==> src/rtl/rf_pkg.sv <==
package rf_pkg;
    parameter int RF_ADDR_W = 5;
    parameter int RF_DATA_W = 32;
endpackage

==> src/rtl/rf_write_decode.sv <==
// Turns the write port into a one-hot entry select; entry 0 never selected.
module rf_write_decode #(
    parameter int ADDR_W = rf_pkg::RF_ADDR_W,
    localparam int NREG = 1 << ADDR_W
) (
    input  logic              wr_en,
    input  logic [ADDR_W-1:0] wr_addr,
    output logic [NREG-1:0]   wr_sel
);
    always_comb begin
        wr_sel = '0;
        if (wr_en) begin
            wr_sel[wr_addr] = 1'b1;
        end
        wr_sel[0] = 1'b0;
    end
endmodule

==> src/rtl/rf_storage.sv <==
// Entry flops; entry 0 is a constant and has no storage.
module rf_storage #(
    parameter int ADDR_W = rf_pkg::RF_ADDR_W,
    parameter int DATA_W = rf_pkg::RF_DATA_W,
    localparam int NREG = 1 << ADDR_W
) (
    input  logic                         clk,
    input  logic                         rst,
    input  logic [NREG-1:0]              wr_sel,
    input  logic [DATA_W-1:0]            wr_data,
    output logic [NREG-1:0][DATA_W-1:0]  entries
);
    for (genvar g = 0; g < NREG; g++) begin : g_entry
        if (g == 0) begin : g_zero
            assign entries[g] = '0;
        end else begin : g_flop
            logic [DATA_W-1:0] q;
            always_ff @(posedge clk) begin
                if (rst) begin
                    q <= '0;
                end else if (wr_sel[g]) begin
                    q <= wr_data;
                end
            end
            assign entries[g] = q;
        end
    end
endmodule

==> src/rtl/rf_read_mux.sv <==
// One combinational read port.
module rf_read_mux #(
    parameter int ADDR_W = rf_pkg::RF_ADDR_W,
    parameter int DATA_W = rf_pkg::RF_DATA_W,
    localparam int NREG = 1 << ADDR_W
) (
    input  logic [NREG-1:0][DATA_W-1:0] entries,
    input  logic [ADDR_W-1:0]           sel,
    output logic [DATA_W-1:0]           data
);
    always_comb begin
        data = entries[sel];
    end
endmodule

==> src/rtl/dual_rd_regfile.sv <==
module dual_rd_regfile #(
    parameter int ADDR_W = rf_pkg::RF_ADDR_W,
    parameter int DATA_W = rf_pkg::RF_DATA_W
) (
    input  logic              clk,
    input  logic              rst,
    input  logic              wr_en,
    input  logic [ADDR_W-1:0] wr_addr,
    input  logic [DATA_W-1:0] wr_data,
    input  logic [ADDR_W-1:0] rd_a_addr,
    output logic [DATA_W-1:0] rd_a_data,
    input  logic [ADDR_W-1:0] rd_b_addr,
    output logic [DATA_W-1:0] rd_b_data
);
    localparam int NREG = 1 << ADDR_W;
    localparam int NPORT = 2;

    logic [NREG-1:0]             wr_sel;
    logic [NREG-1:0][DATA_W-1:0] entries;
    logic [NPORT-1:0][ADDR_W-1:0] rd_sel;
    logic [NPORT-1:0][DATA_W-1:0] rd_out;

    rf_write_decode #(.ADDR_W(ADDR_W)) u_dec (
        .wr_en   (wr_en),
        .wr_addr (wr_addr),
        .wr_sel  (wr_sel)
    );

    rf_storage #(.ADDR_W(ADDR_W), .DATA_W(DATA_W)) u_store (
        .clk     (clk),
        .rst     (rst),
        .wr_sel  (wr_sel),
        .wr_data (wr_data),
        .entries (entries)
    );

    assign rd_sel[0] = rd_a_addr;
    assign rd_sel[1] = rd_b_addr;

    for (genvar p = 0; p < NPORT; p++) begin : g_port
        rf_read_mux #(.ADDR_W(ADDR_W), .DATA_W(DATA_W)) u_rd (
            .entries (entries),
            .sel     (rd_sel[p]),
            .data    (rd_out[p])
        );
    end

    assign rd_a_data = rd_out[0];
    assign rd_b_data = rd_out[1];
endmodule

==> config.mk <==
export PLATFORM = sky130hd
export DESIGN_NAME = dual_rd_regfile
export DESIGN_NICKNAME = d
export VERILOG_FILES = /design/src/rtl/rf_pkg.sv /design/src/rtl/rf_write_decode.sv /design/src/rtl/rf_storage.sv /design/src/rtl/rf_read_mux.sv /design/src/rtl/dual_rd_regfile.sv
export SDC_FILE = /design/constraint.sdc
export NUM_CORES = 2
export LEC_CHECK = 0
export BUFFER_PORTS_ARGS = -buffer_cell sky130_fd_sc_hd__buf_4
export CORE_ASPECT_RATIO = 1.75
export CORE_MARGIN = 2
export CORE_UTILIZATION = 45
export CTS_BUF_LIST = sky130_fd_sc_hd__clkbuf_8 sky130_fd_sc_hd__clkbuf_16
export DETAILED_ROUTE_END_ITERATION = 10
export SLEW_MARGIN = 15
export SYNTH_ARGS = -nofsm -noshare
export SYNTH_HDL_FRONTEND = slang
export SYNTH_SLANG_ARGS = --single-unit
export TNS_END_PERCENT = 20
==> constraint.sdc <==
create_clock -name clk -period 3.09 [get_ports clk]
set_input_delay 0.618 -clock clk [delete_from_list [all_inputs] [get_ports clk]]
set_output_delay 0.618 -clock clk [all_outputs]
set_load 0.02 [all_outputs]
==> key figures <==
Run status
  – Status: finished with violations
  – Failing checks: negative setup slack

Global routing
  – Initial antenna violation count: 11
  – Total global routing overflow: 0
  – Tot GR Track Use: a little under two fifths
  – First-pass GRT wire length: 312700 um
  – Vias in the first global route: 44.55k
  – Pin count of the biggest net entering global routing: roughly 110

Timing
  – Worst setup margin: -0.2227 ns
  – Count of final hold-check violations: 0
  – Rel. slew slack: 39.68%
  – Setup TNS: -5.855 ns
  – Max Slew Vio Count: 0
  – Final setup vio count: 53
  – Tmin final: 3.313 ns
  – RSZ-0062 raised after global routing: true
  – Max Freq: 0.3019 GHz
  – Tcrit/Tclk final: 107.2%
  – Worst-Margin Slew: roughly 0.90 ns
  – Skew final: 0 ns

Power and ir drop
  – Maximum VDD drop: 416.2 uV
  – Static Leak: ~0.02 uW
  – Comb pwr share: under 10%
  – Clock power share: 45.5%
  – Sequential Power Share: 45.0%
  – Switching share of power: between 20% and 30%
  – Pwr Density: just under 500 nW/um^2
  – NetSw: roughly 7400 uW
  – P_int: around 21000 uW

Finish
  – Syn-to-layout area delta: 18.64%
  – Max FFs per register: between 900 and 1k
  – Finished Layout Cells: 7188
  – Largest Register: u_store.g_entry.g_flop.q
  – Nets@finish: ~5.7k
  – Reg area: approximately 20000 sq um
  – Largest regs: u_store.g_entry.g_flop.q: 992 flops
  – Core Util, Final: a little over half
  – Multi-input logic area: around 29000 sq um
  – Layout cell share with drive strength beyond 1: between 20% and 30%
  – Number of fill cells: 9904

Routing
  – Met3 Wirelength: around 23000 um
  – Final antenna-violating net count: 0
  – DR vias: about 46k
  – Post-Route WL: 219000 um
  – 1st-iter DRT viols: roughly 5.6k
  – First-pass DRT Iterations: 6
  – Via/cell ratio: 6.442
  – WL met1: 74240 um
  – Drt drc: 0
  – Avg WL per Cell: 30.47 um
  – Met2 wire length: about 100000 um
  – DR top layer: met5

Logic synthesis
  – Top post-synthesis cells by area: dfxtp_1 (40%), mux4_2 (22%), nand2_1 (15%)
  – Synth Register Bits: 992
  – Yosys top cell by area: dfxtp_1
  – Number of synthesized flops with an enable pin: 0
  – Count of different cell masters after synthesis: 29
  – Mean area per synthesized cell: approximately 9 sq um
  – Post-Syn Instances: about 5.6k
  – Register area share after synthesis: about two fifths
  – Netlist Area Pre-Place: 50120 sq um
  – Synth warn: 0
  – Post-synth ARST share: 0%
  – Commonest cells in the netlist: nand2_1 (2016), a21oi_1 (992), dfxtp_1 (992), clkbuf_1 (493), mux4_2 (480)
  – Ys flop type: dfxtp_1
  – Top-count cell post-synth: nand2_1
  – Post-synth top area share: around 40%
  – Syn nets: 5658

Worst setup path
  – R2R depth: 2
  – R2r setup slk: roughly 2.4 ns
  – CP top delay family: multiplexers
  – WP buf/inv: 5
  – CP Capture Point: rd_b_data[20]
  – Setup crit end kind: primary output
  – Reg-to-Reg Start: u_store.g_entry[5].g_flop.q[5]
  – Critical path type: in2out
  – Levels on crit path: 8
  – WP data required: roughly 2.5 ns
  – CP max stage delay: 0.52 ns
  – WP data arrival: ~2.7 ns
  – Crit-path max FO: 8
  – Worst r2r dst: u_store.g_entry[5].g_flop.q[5]
  – Startpoint types: primary input
  – CP Cell Sequence: buf_16, buf_12, buf_16, buf_12, mux4_2, mux4_2, mux2_4, buf_6
  – Crit-path slowest cell: mux4_2
  – Worst Setup SP: rd_b_addr[0]

Placed design
  – RePlAce Congestion: roughly 0.9
  – IO buf count: 113
  – Dpl cells: approximately 7.0k
  – Post-DP HPWL: 137000 um

Floorplanning
  – Die ar.: roughly 110000 sq um
  – DIE WIDTH: approximately 260 um
  – Total core area: about 110000 sq um
  – Initial Utilization: ~45%
  – Die H: between 400 and 500 um
  – # IOs: ~110
  – Row count: 162

CTS
  – Clock Latency Late Sink: ~0.72 ns
  – Clock buffer count from CTS: 95
  – Clk root buf: clkbuf_16
  – CTS H-tree depth: 3
  – CTS Buffer Depth: 3
  – Sink Count: a little under 1k
  – CTS tree: built
  – Clock-pin slew of the registers on the worst-case setup and hold paths: 0.06 ns

Run
  – Max-cap violations: 0

Hold path
  – Worst hold path type: in2reg
power by group through the flow:
stage | sequential (uW) | combinational (uW) | clock [uW]
2_1_floorplan | 13200 | 1390 | 0
3_3_place_gp | 13200 | 2470 | 0
3_5_place_dp | 13200 | 2490 | 0
4_1_cts | 12900 | 2610 | 13100
5_1_grt | 13000 | 2780 | 13600
6_report | 13000 | 2720 | 13100
area by class of cell:
| class | instances | share of cell area, % |
|---|---|---|
| Multi-Input combinational cell | 4029 | 47.99 |
| Sequential cell | 992 | 33.40 |
| Timing Repair Buffer | 502 | 9.625 |
| Clock buffer | 115 | 4.499 |
| Tap cell | 1476 | 3.106 |
| Clock inverter | 64 | 1.334 |
| Antenna cell | 9 | 0.03788 |
| Inverter | 1 | 0.006313 |
cell families (layout without fill, tap and decap cells):
kind of cell,Yosys count,after routing,share of synthesized area [%]
muxes,672,672,25.64
DFF,992,992,39.63
other,0,9,0
AOI/OAI and AO/OA,1248,1248,13.82
buffers and inverters,587,682,4.733
and+or+nand+nor,2109,2109,16.18
worst register-to-register path, stage by stage (launching register included):
cell	delay, ns
dfxtp_1	0.39
nand2_1	0.08
a21oi_1	0.18
per-layer routing:
layer	global-route usage, %	vias up
li1	-	19660
met1	43.60	22610
met2	59.63	3031
met3	8.686	999
met4	30.18	14
met5	0	-
worst min-delay path by stage:
| stage | startpoint | to | cells past startpoint | slack, ns |
|---|---|---|---|---|
| after floorplan | u_store.g_entry[3].g_flop.q[0] | u_store.g_entry[3].g_flop.q[0] | 2 | 0.44 |
| after global placement | u_store.g_entry[23].g_flop.q[25] | u_store.g_entry[23].g_flop.q[25] | 2 | 0.45 |
| after detailed placement | u_store.g_entry[30].g_flop.q[0] | u_store.g_entry[30].g_flop.q[0] | 2 | 0.46 |
| after CTS | wr_data[14] | u_store.g_entry[15].g_flop.q[14] | 3 | 0.26 |
| after global routing | wr_data[14] | u_store.g_entry[26].g_flop.q[14] | 3 | 0.31 |
| final | wr_data[10] | u_store.g_entry[15].g_flop.q[10] | 3 | 0.29 |
metrics by stage:
stage	setup WS, ns	total power (uW)	hold slack, ns	instance area (sq um)
floorplan	-0.03318	14600	0.4424	50130
global placement	-0.5375	15710	0.4518	54820
detailed placement	-0.5928	15730	0.4564	54820
CTS	-0.2246	28690	0.2617	59150
global route	-0.2195	29360	0.3114	59440
finish	-0.2227	28780	0.2931	59460
cells in the final DEF (no fill, tap or decap), types with 10 or more instances in the layout:
cell type / count
buf_16: 14
buf_6: 48
a22o_1: 128
a211oi_2: 13
nand2_1: 1984
clkinv_2: 18
mux2_2: 71
mux2_4: 25
clkbuf_8: 18
dfxtp_1: 990
buf_12: 103
a211oi_1: 18
mux4_2: 480
inv_1: 10
o21ai_1: 12
o21ai_0: 14
mux2i_1: 92
nor2_4: 29
bufinv_16: 15
clkinvlp_4: 10
a21oi_1: 992
o31ai_1: 20
and2_1: 31
buf_4: 321
nand2_2: 32
o31ai_2: 10
clkbuf_16: 102
o22ai_1: 32
repair_timing:
item,4_1_cts,5_1_grt
hold buffers,0,0
pin swaps,8,5
resized for setup,134,37
cloned,7,6
endpoints found under the setup margin,59,61
setup buffers,12,5
(Power assumes the default switching activity.)
